## config.mk

```make
export PLATFORM = sky130hd
export DESIGN_NAME = vla_adder
export DESIGN_NICKNAME = d
export VERILOG_FILES = /design/src/rtl/vla_pkg.sv /design/src/rtl/vla_carry_front.sv /design/src/rtl/vla_ctrl.sv /design/src/rtl/vla_adder.sv
export SDC_FILE = /design/constraint.sdc
export NUM_CORES = 1
export LEC_CHECK = 0
export BUFFER_PORTS_ARGS = -buffer_cell sky130_fd_sc_hd__buf_2
export CAP_MARGIN = 0
export CORE_MARGIN = 2
export CORE_UTILIZATION = 55
export CTS_CLUSTER_SIZE = 30
export DETAILED_ROUTE_END_ITERATION = 12
export PLACE_DENSITY_LB_ADDON = 0.05
export SLEW_MARGIN = 10
export SYNTH_ARGS = -nofsm -noshare
export SYNTH_HDL_FRONTEND = slang
export SYNTH_HIERARCHICAL = 1
export SYNTH_SLANG_ARGS = --single-unit
```

## constraint.sdc

```tcl
create_clock -name clk -period 7.6 [get_ports clk]
set_clock_uncertainty 0.1 [all_clocks]
set_input_delay 1.52 -clock clk [delete_from_list [all_inputs] [get_ports clk]]
set_output_delay 1.52 -clock clk [all_outputs]
set_load 0.02 [all_outputs]
```

## src/rtl/vla_pkg.sv

```systemverilog
package vla_pkg;

    typedef enum logic [1:0] {
        LAT_ONE  = 2'b00,
        LAT_TWO  = 2'b01,
        LAT_MANY = 2'b10
    } lat_class_e;

    function automatic int unsigned groups_of(input int unsigned n, input int unsigned k);
        return (n + k - 1) / k;
    endfunction

    function automatic lat_class_e class_of(input int unsigned cyc);
        if (cyc <= 1)
            return LAT_ONE;
        else if (cyc == 2)
            return LAT_TWO;
        else
            return LAT_MANY;
    endfunction

endpackage

```

## src/rtl/vla_carry_front.sv

```systemverilog
module vla_carry_front #(
    parameter int WIDTH = 32,
    parameter int GRP   = 8
) (
    input  logic             clk,
    input  logic             rst,
    input  logic             clear,
    input  logic             busy,
    input  logic [WIDTH-1:0] prop,
    input  logic [WIDTH-1:0] gen,
    input  logic [WIDTH-1:0] kill,
    input  logic             cin,
    output logic [WIDTH-1:0] one_rail,
    output logic             all_known
);

    logic [WIDTH-1:0] one_q, zero_q;
    logic [WIDTH-1:0] zero_rail;

    // Stage 0: locally decided carries, plus the state kept from earlier cycles.
    // Each later stage lets the known front step one bit higher.
    for (genvar s = 0; s <= GRP; s++) begin : g_stage
        logic [WIDTH-1:0] r1, r0;
        if (s == 0) begin : g_base
            assign r1 = one_q | gen;
            assign r0 = zero_q | kill;
        end else begin : g_step
            assign r1 = g_stage[s-1].r1 | (prop & {g_stage[s-1].r1[WIDTH-2:0], cin});
            assign r0 = g_stage[s-1].r0 | (prop & {g_stage[s-1].r0[WIDTH-2:0], ~cin});
        end
    end

    assign one_rail  = g_stage[GRP].r1;
    assign zero_rail = g_stage[GRP].r0;
    assign all_known = &(one_rail | zero_rail);

    always_ff @(posedge clk) begin
        if (rst || clear) begin
            one_q  <= '0;
            zero_q <= '0;
        end else if (busy) begin
            one_q  <= one_rail;
            zero_q <= zero_rail;
        end
    end

    p_rails_disjoint_r1: assert property (@(posedge clk) disable iff (rst)
        (one_q & zero_q) == '0);

    p_known_monotone_r2: assert property (@(posedge clk) disable iff (rst)
        (busy && !clear) |=> (((one_q | zero_q) & $past(one_q | zero_q)) == $past(one_q | zero_q)));

endmodule

```

## src/rtl/vla_ctrl.sv

```systemverilog
module vla_ctrl #(
    parameter int MAXC = 4,
    parameter int CW   = 3
) (
    input  logic          clk,
    input  logic          rst,
    input  logic          start,
    input  logic          all_known,
    input  logic          apx,
    output logic          busy,
    output logic          accept,
    output logic          done,
    output logic [CW-1:0] cyc
);

    assign accept = start && !busy;
    assign done   = busy && (all_known || apx);

    always_ff @(posedge clk) begin
        if (rst) begin
            busy <= 1'b0;
            cyc  <= '0;
        end else if (accept) begin
            busy <= 1'b1;
            cyc  <= CW'(1);
        end else if (busy) begin
            if (done)
                busy <= 1'b0;
            else
                cyc <= cyc + CW'(1);
        end
    end

    p_done_in_busy_r10: assert property (@(posedge clk) disable iff (rst)
        done |-> busy);

    p_cycle_limit_r5: assert property (@(posedge clk) disable iff (rst)
        busy |-> (int'(cyc) >= 1 && int'(cyc) <= MAXC));

    p_busy_drops_r6: assert property (@(posedge clk) disable iff (rst)
        done |=> !busy);

endmodule

```

## src/rtl/vla_adder.sv

```systemverilog
module vla_adder
    import vla_pkg::*;
#(
    parameter int WIDTH = 32,
    parameter int GRP   = 8,
    localparam int NGRP = groups_of(WIDTH, GRP),
    localparam int CW   = $clog2(NGRP + 1)
) (
    input  logic             clk,
    input  logic             rst,
    input  logic             start,
    input  logic             approx,
    input  logic [WIDTH-1:0] op_a,
    input  logic [WIDTH-1:0] op_b,
    input  logic             carry_in,
    output logic             busy,
    output logic             done,
    output logic [WIDTH-1:0] sum,
    output logic             carry_out,
    output logic [1:0]       mode,
    output logic [CW-1:0]    cycles
);

    logic [WIDTH-1:0] a_q, b_q;
    logic             cin_q, apx_q;
    logic             accept, all_known;
    logic [WIDTH-1:0] prop, gen, kill, one_rail;

    always_ff @(posedge clk) begin
        if (rst) begin
            a_q   <= '0;
            b_q   <= '0;
            cin_q <= 1'b0;
            apx_q <= 1'b0;
        end else if (accept) begin
            a_q   <= op_a;
            b_q   <= op_b;
            cin_q <= carry_in;
            apx_q <= approx;
        end
    end

    assign prop = a_q ^ b_q;
    assign gen  = a_q & b_q;
    assign kill = ~(a_q | b_q);

    vla_carry_front #(.WIDTH(WIDTH), .GRP(GRP)) u_front (
        .clk       (clk),
        .rst       (rst),
        .clear     (accept),
        .busy      (busy),
        .prop      (prop),
        .gen       (gen),
        .kill      (kill),
        .cin       (cin_q),
        .one_rail  (one_rail),
        .all_known (all_known)
    );

    vla_ctrl #(.MAXC(NGRP), .CW(CW)) u_ctrl (
        .clk       (clk),
        .rst       (rst),
        .start     (start),
        .all_known (all_known),
        .apx       (apx_q),
        .busy      (busy),
        .accept    (accept),
        .done      (done),
        .cyc       (cycles)
    );

    // Unresolved carries read as zero on the one-rail.
    assign sum       = prop ^ {one_rail[WIDTH-2:0], cin_q};
    assign carry_out = one_rail[WIDTH-1];
    assign mode      = class_of(int'(cycles));

    p_hold_operands_r7: assert property (@(posedge clk) disable iff (rst)
        (busy && !done) |=> ($stable(a_q) && $stable(b_q) && $stable(cin_q)));

    p_approx_first_r8: assert property (@(posedge clk) disable iff (rst)
        (busy && apx_q) |-> done);

endmodule

```

# Yosys cells after proc, flatten, opt, wreduce, memory -nomap -nowiden
# Cells that the tools add are included.
# word_totals
ram_bits,0
romBits,0
n_memories,0
elab_cells,73
latch_bits,0
inputBits,69
output_inout_bits,40
register_bits,134
# op_classes
bitwise,42
n_mux,8
magnitude_cmp,1
eq_ne,2
n_reduce_logical,10
div,0
multipliers,0
shifts,0
n_addsub,1
# op_table
op,n
OR 32 bit,20
bitwise AND 32 bit,17
bitwise XOR 32 bit,2
inverter 32 bit,1
AND reduction 32 bit,1
2-to-1 mux 1 bit,6
2-to-1 mux 2 bit,2
AND reduction 2 bit,2
adder 3 x 1 -> 3 bit (second input constant),1
equality test 3 x 2 -> 1 bit (second input constant),1
<= comparator 3 x 1 -> 1 bit (second input constant),1
logical AND 1 bit,2
logical OR 1 bit,2
!= test 2 x 1 -> 1 bit (second input constant),1
inverter 1 bit,2
nonzero test 2 bit,1
OR reduction 2 bit,1
zero test 1 bit,1

# Logic depth before layout (Yosys ltp)
# Gate-level depths: netlist of the first run.
# depth
depth_word,26
ltp_mapped,15
depth_no_buf,14

# Cells and area by module
# Netlist of the first run, hierarchy kept.
# by_module_without_submodules
mod,n_inst,cells_each,seq_area_each_um2,area_per_inst_um2
vla_carry_front,1,711,1281.2,4903.5
vla_adder,1,375,1321.3,3723.6
vla_ctrl,1,20,80.1,200.2

# Worst setup path before layout of the first run
# OpenSTA, ideal clock, no wires.
# synth_path
path_type,register to output
from,register a_q[25]
to,output port done
arrival_time_ps,3131
path_buffers,1
required_ps,5980
path_stages_with_launch,15
setup_slack_ps,2849
path_cell_list,dfxtp_1 > inv_1 > ha_1 > buf_2 > o21ai_0 > a31o_2 > nand4_1 > a31o_2 > a21oi_1 > o21ai_1 > nor3_1 > or4_1 > nor2_1 > nor2_1 > nor2b_1
# synth_via
elab_cells_between_ends,42
cone_classes,39 x bitwise; 3 x reduce/logical
# synth_rtl
item,line_no,rtl
"start, declared",vla_adder.sv:24,"logic [WIDTH-1:0] a_q, b_q;"
"start signal, assigned",vla_adder.sv:36,a_q <= op_a;
bitwise XOR 32 bit *,vla_adder.sv:43,assign prop = a_q ^ b_q;
named net prop[25],vla_adder.sv:27,"logic [WIDTH-1:0] prop, gen, kill, one_rail;"
bitwise AND 32 bit,vla_carry_front.sv:28,"assign r1 = g_stage[s-1].r1 | (prop & {g_stage[s-1].r1[WIDTH-2:0], cin});"
OR 32 bit,vla_carry_front.sv:28,
bitwise AND 32 bit or OR 32 bit (tied branches),vla_carry_front.sv:28,
OR 32 bit *,vla_carry_front.sv:28,
bitwise AND 32 bit or OR 32 bit (tied branches),vla_carry_front.sv:28,
OR 32 bit *,vla_carry_front.sv:28,
[6 not listed],n/a,
bitwise AND 32 bit or OR 32 bit (tied branches),vla_carry_front.sv:28,
OR 32 bit * (2 in a row),vla_carry_front.sv:28,
named net carry_out,vla_adder.sv:19,"output logic carry_out,"
OR 32 bit *,vla_carry_front.sv:35,assign all_known = &(one_rail | zero_rail);
AND reduction 32 bit *,vla_carry_front.sv:35,
named net all_known,vla_adder.sv:26,"logic accept, all_known;"
logical OR 1 bit *,vla_ctrl.sv:17,assign done = busy && (all_known || apx);
logical AND 1 bit *,vla_ctrl.sv:17,
"end, declared",vla_adder.sv:17,"output logic done,"
# The timed path passes the listed nets; every way through them passes the cells marked *.

# Final worst setup path of the first run
# layout_path
from,register a_q[5]
to,output port done
# layout_via
elab_cells_between_ends,42
cone_classes,39 x bitwise; 3 x reduce/logical
# layout_rtl
item,line_no
bitwise XOR 32 bit,vla_adder.sv:43
named net prop[5],vla_adder.sv:27
bitwise AND 32 bit,vla_carry_front.sv:28
OR 32 bit,vla_carry_front.sv:28
bitwise AND 32 bit,vla_carry_front.sv:28
OR 32 bit,vla_carry_front.sv:28
bitwise AND 32 bit,vla_carry_front.sv:28
OR 32 bit,vla_carry_front.sv:28
[8 not listed],n/a
bitwise AND 32 bit,vla_carry_front.sv:28
OR 32 bit,vla_carry_front.sv:28
named net one_rail[12],vla_adder.sv:27
OR 32 bit,vla_carry_front.sv:35
AND reduction 32 bit,vla_carry_front.sv:35
named net all_known,vla_adder.sv:26
logical OR 1 bit,vla_ctrl.sv:17
logical AND 1 bit,vla_ctrl.sv:17
# The timed path passes the listed nets, and every way through them passes these cells.

==> flow_summary_export.csv, run 1 <==
group,metric,value,unit
status,status,"finished, final reports clean",
timing,max_freq,0.176,GHz
routing,routed_via_density,5.80,
timing,hold_viol,0,
timing,worstMarginPinSlew,983,ps
yosys,async_flop_share,0,%
power_and_ir_drop,power,2.20,mW
placed_design,post-dp-hpwl,17100,um
timing,rsz0062_at_grt,"no",
timing,fin_crit,5670,ps
floorplan,die-width,131,um
yosys,synth_edf_count,0,
yosys,yosys.area_share.adder,9.21,%
yosys,synth_compound_area_share,23.6,%
routing,ant_nets,0,
cts,cts_sinks,134,
routing,vias,8274,
cts,postCtsHoldBufs,0,
critical_path,crit_buf_inv,2,
floorplan,initial_core_util,56.0,%
finish,final_cell_mix,"205 x nor2_1, 133 x dfxtp_1, 108 x buf_2",
critical_path,setup.worst_path.end_class,"output port",
yosys,synth_fp_nets,1240,
hold_path,hold_depth,2,
flow_run,drv_cap,0,
timing,maxSlewHeadroom,34.5,%
yosys,syn_inst,1106,
global_routing,antenna_found_initial,0,
yosys,yosysUniqueCellTypes,79,
global_routing,track_usage,27.6,%
finish,drive_gt1_share,14.7,%
critical_path,worstSetupPathType,"reg -> out",
routing,drt_wl_total,23300,um
yosys,synthMuxAreaShare,8.16,%
critical_path,critPathTopFamily,"simple AND/OR/NAND/NOR gates",
yosys,avgSynthCellArea,7.98,sq um
cts,post_cts_resized,0,
yosys,synth_top_family_by_area,"compound AO/OA/AOI/OAI gates",
finish,diodes,0,
yosys,ys_dominant_reg_cell,"dfxtp_1",
cts,clk_latency,430,ps
critical_path,cp_num_cells,14,
cts,cts_tree,"done",
yosys,synthSimpleGateAreaFrac,18.7,%
routing,drtIter0Drc,797,
global_routing,first_global_vias,7600,
critical_path,critical_path_required,5980,ps
routing,first_pass_iters,6,
routing,wl_per_cell,16.3,um
finish,layout_commonest_cell,"nor2_1",
power_and_ir_drop,irDropWorstVdd,0.170,mV
cts,post_cts_buffers,0,
floorplan,io_pins,109,
critical_path,worst_path_largest_cell_delay,470,ps
power_and_ir_drop,leakagePower,4.47,nW
yosys,ys_seq_area_share,30.4,%
power_and_ir_drop,power_density,220,nW/um^2
critical_path,path_max_fanout,7,
yosys,ys_warn_count,6,
yosys,ys_ff_latch,134,
timing,setup_tns,0,ps
timing,period_share,74.6,%
floorplan,die_height,131,um
critical_path,slowest_stage,"o311ai_2",
hold_path,hold_path_class,"reg -> reg",
timing,setup_viol,0,
placed_design,gp_congestion,0.975,
cts,clockBufferDepth,2,
finish,area_growth,13.2,%
yosys,syn-cell-area,8830,sq um
yosys,synth_xor_area_share,3.18,%
finish,final_nets,1332,
critical_path,start_kind,"flip-flop",
critical_path,reg2reg_depth,14,
placed_design,port_buffers,108,
critical_path,timing.critical_path.cells,"inv_1 -> ha_1 -> nand2_1 -> o311ai_1 -> a21oi_1 -> o311ai_2 -> a311oi_1 -> or3_1 -> nor4b_2 -> nand4_1 -> nor2_1 -> nor2_1 -> nor2b_1 -> buf_2",
critical_path,cp_common_cell,"nor2_1",
cts,root_buffer,"clkbuf_16",
global_routing,grt_start_max_net_pins,91,
cts,cts_max_level,4,
global_routing,grt_overflow_total,0,
floorplan,std_cell_rows,46,
timing,finalMaxSlewViolations,0,
critical_path,cp.arrival,4050,ps
floorplan,dieArea,17100,sq um
routing,drcViolationCount,0,
global_routing,grt_pass1_wl,37600,um
cts,cts_buffers,17,
cts,clkTransAtPathRegs,60,ps
floorplan,core,15800,sq um
registers in the layout, indices dropped and copies added, names as in the netlist:
| name | flops |
|---|---|
| apx_q | 1 |
| b_q | 32 |
| u_ctrl/busy | 1 |
| u_ctrl/cyc | 3 |
| a_q | 32 |
| u_front/zero_q | 32 |
| cin_q | 1 |
| u_front/one_q | 32 |
routing by layer:
metal  wire length (um)  vias to the layer above  track usage (%)
met3               1330                       35             6.07
met4                361                        0             7.26
li1                   -                     4106                -
met1              10800                     3855             36.7
met5                  0                        -                0
met2              10800                      278             45.5
kinds of logic (layout without fill, tap and decap cells):
| kind of cell | count (synthesis) | in the layout |
|---|---|---|
| xor+xnor | 32 | 32 |
| flops | 134 | 134 |
| simple gates | 372 | 372 |
| mux | 72 | 72 |
| compound gates | 302 | 302 |
| buf+inv | 129 | 234 |
| fa+ha+maj | 65 | 65 |
layout make-up:
type,instances,area [sq um]
sequential,134,2680
timing repair buffer,112,571
tap,216,270
inverter,90,338
clock buffer,18,429
fill,1469,5780
clock inverter,14,153
multi-input combinational,843,5550
per-stage QoR:
step / cells / cell area, sq um / hold WS (ps) / util, % / setup WS [ps]
6_report: 1427 / 9990 / 364 / 63.4 / 1930
4_1_cts: 1427 / 9990 / 359 / 63.4 / 1910
5_1_grt: 1427 / 9990 / 382 / 63.4 / 1600
3_3_place_gp: 1395 / 9410 / 335 / 59.7 / 2320
2_1_floorplan: 1106 / 8830 / 326 / - / 2850
3_5_place_dp: 1395 / 9410 / 351 / 59.7 / 2400
final timing paths:
kind	start	end	slack, ps
worst max-delay path	a_q[5]$_SDFFE_PP0P_	done	1930
worst min-delay path	u_front/zero_q[26]$_SDFFE_PP0P_	u_front/zero_q[26]$_SDFFE_PP0P_	360
worst max register to register	a_q[5]$_SDFFE_PP0P_	u_ctrl/cyc[2]$_SDFFE_PP0P_	3680
worst min register to register	u_front/zero_q[26]$_SDFFE_PP0P_	u_front/zero_q[26]$_SDFFE_PP0P_	360
worst register-to-register path, stage by stage (launching register included):
cell and delay, ps:
dfxtp_1 360, inv_1 60, ha_1 360, nand2_1 210, o311ai_1 330, a21oi_1 140
o311ai_2 470, a311oi_1 100, or3_1 400, nor4b_2 290, nand4_1 140, nor2_1 340
nor2_1 130, a31o_2 260, o211a_1 110
cell usage after synthesis (all sizes together), types with 6 or more instances:
| library cell | n | area, sq um |
|---|---|---|
| clkbuf | 20 | 76.3 |
| o21a | 7 | 53.8 |
| or2 | 8 | 50.1 |
| a31oi | 13 | 87.6 |
| nand2 | 64 | 243 |
| or3 | 6 | 37.5 |
| buf | 19 | 184 |
| nor3 | 29 | 145 |
| ha | 65 | 813 |
| a31o | 7 | 61.3 |
| o31ai | 14 | 124 |
| nor4 | 6 | 37.5 |
| nor2 | 207 | 787 |
| a21o | 7 | 52.6 |
| a211o | 7 | 61.3 |
| o211ai | 20 | 165 |
| a21oi | 60 | 300 |
| nand3 | 10 | 50.1 |
| o21ai | 88 | 452 |
| a211oi | 24 | 180 |
| mux2i | 72 | 721 |
| or4 | 6 | 45.0 |
| inv | 89 | 334 |
| a311oi | 6 | 52.6 |
| and2 | 12 | 75.1 |
| dfxtp | 134 | 2680 |
| xor2 | 32 | 280 |
power by group:
part | total [mW] | leakage (nW) | internal (mW) | switching, mW
registers | 0.784 | 1.10 | 0.747 | 0.0367
clock network | 0.816 | 0.262 | 0.485 | 0.331
logic | 0.600 | 3.11 | 0.218 | 0.382
No activity file was read; power rests on OpenSTA's default activity.
==> run 2, diff against run 1 <==
Settings changed: CORE_UTILIZATION 55 to 54.
Clock period 7.6 ns to 4.6 ns, I/O delays scaled along.
==> flow_summary_export.csv, run 2 (same netlist as run 1, synthesis figures left out) <==
group,metric,value,unit
status,status,"finished, final reports clean",
finish,drive_gt1_share,23.4,%
routing,drcViolationCount,0,
floorplan,die_height,132,um
floorplan,die-width,132,um
critical_path,timing.critical_path.cells,"inv_1 -> ha_2 -> buf_4 -> and2_1 -> nand2_1 -> o22a_1 -> nor2b_1 -> o21ai_1 -> o31ai_1 -> or4_1 -> nor2_4 -> nor2_2 -> nor2b_1 -> buf_4",
critical_path,slowest_stage,"or4_1",
global_routing,antenna_found_initial,0,
floorplan,core,15900,sq um
global_routing,track_usage,27.7,%
timing,finalMaxSlewViolations,0,
critical_path,critPathTopFamily,"simple AND/OR/NAND/NOR gates",
finish,final_cell_mix,"203 x nor2_1, 124 x dfxtp_1, 107 x buf_2",
critical_path,crit_buf_inv,3,
finish,layout_commonest_cell,"nor2_1",
power_and_ir_drop,irDropWorstVdd,0.288,mV
critical_path,cp.arrival,3480,ps
routing,vias,8530,
finish,final_util,67.7,%
finish,n_fill_cell,1396,
timing,fin_crit,4500,ps
timing,fin_ws,101,ps
timing,hold_ws,361,ps
cts,clkTransAtPathRegs,60,ps
finish,area_growth,22.3,%
finish,final_nets,1373,
timing,hold_viol,0,
cts,cts_tree,"done",
critical_path,worst_path_largest_cell_delay,460,ps
cts,cts_buffers,17,
cts,cts_sinks,134,
hold_path,hp-start,"u_front/zero_q[21]$_SDFFE_PP0P_",
critical_path,path_max_fanout,7,
finish,multi_input_area,6080,sq um
floorplan,io_pins,109,
finish,diodes,0,
placed_design,place_worst_setup_slack,-117,ps
routing,drt_wl_total,24900,um
power_and_ir_drop,leakagePower,4.83,nW
cts,cts_max_level,4,
routing,drtIter0Drc,611,
critical_path,crit_start,"b_q[24]$_SDFFE_PP0P_",
power_and_ir_drop,power_density,343,nW/um^2
finish,seqCellArea,2700,sq um
global_routing,grt_pass1_wl,39600,um
global_routing,first_global_vias,7956,
placed_design,gp_congestion,0.918,
timing,setup_viol,0,
timing,worstMarginPinSlew,1080,ps
cts,root_buffer,"clkbuf_16",
critical_path,critical_path_required,3580,ps
cts,clk_latency,420,ps
timing,period_share,97.8,%
flow_run,drv_cap,0,
routing,first_pass_iters,5,
global_routing,grt_overflow_total,0,
placed_design,port_buffers,108,
cts,postCtsHoldBufs,0,
floorplan,initial_core_util,55.4,%
global_routing,grt_start_max_net_pins,64,
floorplan,dieArea,17400,sq um
critical_path,setup.worst_path.end_class,"output port",
cts,clockBufferDepth,2,
placed_design,post-dp-hpwl,18100,um
critical_path,start_kind,"flip-flop",
critical_path,worstSetupPathType,"reg -> out",
timing,max_freq,0.222,GHz
floorplan,std_cell_rows,46,
routing,routed_via_density,5.82,
hold_path,hold_path_class,"reg -> reg",
placed_design,dp_cells,1421,
timing,maxSlewHeadroom,27.9,%
routing,wl_per_cell,17.0,um
routing,ant_nets,0,
finish,fin_cells,1466,
critical_path,r2r_start,"a_q[9]$_SDFFE_PP0P_",
-- run 2: cell count changes in the layout (fill, tap and decap cells not counted), moves of 10 or more --
| cell | change |
|---|---|
| ha_2 | +10 |
| ha_4 | +15 |
| ha_1 | -25 |
| o21ai_0 | -15 |
| buf_4 | +42 |
-- run 2: final timing paths --
kind	to	slack (ps)	depth (start not counted)
setup / recovery	done	100	14
setup reg to reg	u_ctrl/cyc[1]$_SDFFE_PP0P_	930	14
hold / removal	u_front/zero_q[21]$_SDFFE_PP0P_	360	2
hold reg to reg	u_front/zero_q[21]$_SDFFE_PP0P_	360	2
-- run 2: through the flow --
stage	cell area, sq um	TNS [ps]	total power, mW
floorplan	8830	0	2.04
global placement	9610	-122	2.33
detailed placement	9610	-117	2.34
CTS	10300	0	3.63
global route	10800	-19.4	3.88
finish	10800	0	3.71
-- run 2: layout make-up --
cell class / instances / area share [%]
clock inverter: 9 / 0.754
timing repair buffer: 153 / 8.16
inverter: 90 / 3.13
multi-input combinational: 843 / 56.3
sequential: 134 / 25.0
clock buffer: 21 / 4.17
tap: 216 / 2.50
-- run 2: worst min-delay path, cell delays in order (launching register included) --
cell	delay, ps
dfxtp_1	310
inv_1	50
a21oi_1	50
-- run 2: power breakdown --
group	internal [mW]	switching [mW]	total [mW]	leakage (nW)
clock	0.747	0.508	1.25	0.255
combinational	0.456	0.697	1.15	3.47
sequential	1.24	0.0615	1.30	1.10
total	2.44	1.27	3.71	4.83
-- run 2: metal layers --
metal | track usage [%] | up-vias | part of all wire (%)
met4 | 8.88 | 0 | 2.2
li1 | - | 4175 | -
met1 | 35.8 | 4004 | 45
met2 | 46.9 | 300 | 48
met5 | 0 | - | 0
met3 | 5.23 | 51 | 5.3
-- run 2: repair_timing --
item	CTS	global route
buffers inserted	7	8
endpoints found under the setup margin	1	1
pin swaps	10	31
hold endpoints to repair	0	0
cloned	0	0
resized for setup	31	91
==> run 3, diff against run 2 <==
Settings changed: RECOVER_POWER from default to 50.
Clock period 4.6 ns to 4.1 ns, I/O delays scaled along.
==> flow_summary_export.csv, run 3 (same netlist as run 1, synthesis figures left out) <==
group,metric,value,unit
timing,hold_viol,0,
cts,clkTransAtPathRegs,60,ps
placed_design,post-dp-hpwl,18300,um
routing,ant_nets,0,
timing,fin_ws,-279,ps
timing,worstMarginPinSlew,2400,ps
cts,clk_latency,420,ps
finish,diodes,0,
finish,final_nets,1465,
floorplan,die_height,132,um
timing,fin_crit,4380,ps
power_and_ir_drop,power,4.52,mW
critical_path,setup.worst_path.end_class,"output port",
global_routing,antenna_found_initial,0,
global_routing,first_global_vias,8885,
critical_path,path_max_fanout,3,
status,status,"finished with violations",
critical_path,critical_path_required,3180,ps
global_routing,grt_util_met3,5.69,%
floorplan,io_pins,109,
critical_path,start_kind,"flip-flop",
global_routing,grt_start_max_net_pins,89,
routing,drt_wl_total,26200,um
timing,rsz0062_at_grt,"yes",
critical_path,worstReg2RegEnd,"u_ctrl/cyc[1]$_SDFFE_PP0P_",
global_routing,track_usage,29.8,%
floorplan,initial_core_util,55.4,%
routing,first_pass_iters,5,
routing,wl_per_cell,16.8,um
finish,layout_commonest_cell,"nor2_1",
timing,period_share,107,%
placed_design,port_buffers,108,
critical_path,r2r_slack,440,ps
placed_design,gp_congestion,0.972,
floorplan,std_cell_rows,46,
power_and_ir_drop,irDropWorstVdd,0.324,mV
cts,cts_sinks,134,
critical_path,worstSetupPathType,"reg -> out",
hold_path,hp-start,"u_front/zero_q[26]$_SDFFE_PP0P_",
critical_path,r2r_start,"a_q[10]$_SDFFE_PP0P_",
power_and_ir_drop,power_density,385,nW/um^2
cts,root_buffer,"clkbuf_16",
routing,drtIter0Drc,642,
cts,postCtsHoldBufs,0,
timing,finalMaxSlewViolations,106,
global_routing,grt_overflow_total,0,
timing,setup_viol,1,
cts,cts_tree,"done",
power_and_ir_drop,leakagePower,5.26,nW
routing,drcViolationCount,0,
flow_run,drv_cap,3,
timing,maxSlewHeadroom,-59.9,%
cts,clockBufferDepth,2,
finish,final_cell_mix,"197 x nor2_1, 133 x buf_4, 107 x dfxtp_1",
cts,cts_buffers,17,
cts,cts_max_level,4,
critical_path,reg2reg_depth,16,
global_routing,grt_use_met1,37.2,%
floorplan,die-width,132,um
critical_path,cp.arrival,3460,ps
hold_path,holdPathEnd,"u_front/zero_q[26]$_SDFFE_PP0P_",
finish,area_growth,32.9,%
routing,vias,8890,
floorplan,dieArea,17400,sq um
floorplan,core,15900,sq um
finish,drive_gt1_share,31.2,%
hold_path,hold_depth,2,
routing,routed_via_density,5.70,
status,violations,"max-capacitance violations, max-slew violations, negative setup slack",
global_routing,grt_pass1_wl,43100,um
global_routing,grt_busiest_layer,"met2",
timing,max_freq,0.228,GHz
finish,final_util,73.6,%
global_routing,met2_usage,51.6,%
hold_path,hold_path_class,"reg -> reg",
-- run 3: cell types whose count changed in the layout (fill, tap and decap cells not counted), sizes merged --
| cell | previous run | this run |
|---|---|---|
| clkbuf | 21 | 28 |
| bufinv | 1 | 3 |
| clkinvlp | 3 | 2 |
| inv | 89 | 90 |
| buf | 153 | 237 |
-- run 3: worst max path at each step --
stage | startpoint | to | slack, ps | cells after the start
2_1_floorplan | a_q[25]$_SDFFE_PP0P_ | done | 50 | 14
3_3_place_gp | a_q[25]$_SDFFE_PP0P_ | done | -70 | 14
3_5_place_dp | a_q[25]$_SDFFE_PP0P_ | done | -80 | 14
4_1_cts | a_q[25]$_SDFFE_PP0P_ | done | -110 | 14
5_1_grt | a_q[0]$_SDFFE_PP0P_ | done | -420 | 14
6_report | a_q[0]$_SDFFE_PP0P_ | done | -280 | 14
-- run 3: area by class of cell --
class | instances | area, sq um
multi-input cells | 843 | 6230
fillers | 1287 | 4210
flip-flops and latches | 134 | 2720
repair buffers | 245 | 1570
clock buffers | 20 | 457
inverters | 90 | 338
well taps | 216 | 270
clock inverters | 11 | 150
-- run 3: worst max-delay path: stages, from the launching register on --
cell	delay [ps]
dfxtp_2	330
inv_1	60
ha_4	290
nand2b_1	120
nand2_1	140
a31oi_1	160
a221oi_2	340
o211ai_1	130
or3_4	410
nor4b_4	310
nand4_1	190
nor2_4	190
nor2_2	50
nor2b_1	150
buf_4	170
-- run 3: layer usage --
| layer | wire (um) | part of all wire, % |
|---|---|---|
| met1 | 11500 | 44 |
| met2 | 12700 | 48 |
| met3 | 1390 | 5.3 |
| met4 | 635 | 2.4 |
| met5 | 0 | 0 |
-- run 3: report_power, final --
group | leakage (nW) | internal, mW | switching, mW
clock | 0.292 | 0.988 | 0.600
combinational | 3.86 | 0.648 | 0.826
sequential | 1.11 | 1.39 | 0.0713
total | 5.26 | 3.02 | 1.50
-- run 3: metrics by stage --
stage	cell area, sq um	setup WS (ps)	hold WS [ps]	instances	TNS, ps
after floorplan	8830	49.2	326	1106	0
after global placement	10100	-74.3	336	1492	-74.3
after detailed placement	10100	-81.8	349	1492	-81.8
after CTS	11600	-113	357	1555	-113
after global routing	11700	-418	377	1559	-420
final	11700	-279	357	1559	-279
-- run 3: repair_timing --
item | 4_1_cts | 5_1_grt
resized for setup | 151 | 29
setup buffers | 32 | 5
setup endpoints to repair | 2 | 3
pin swaps | 46 | 17
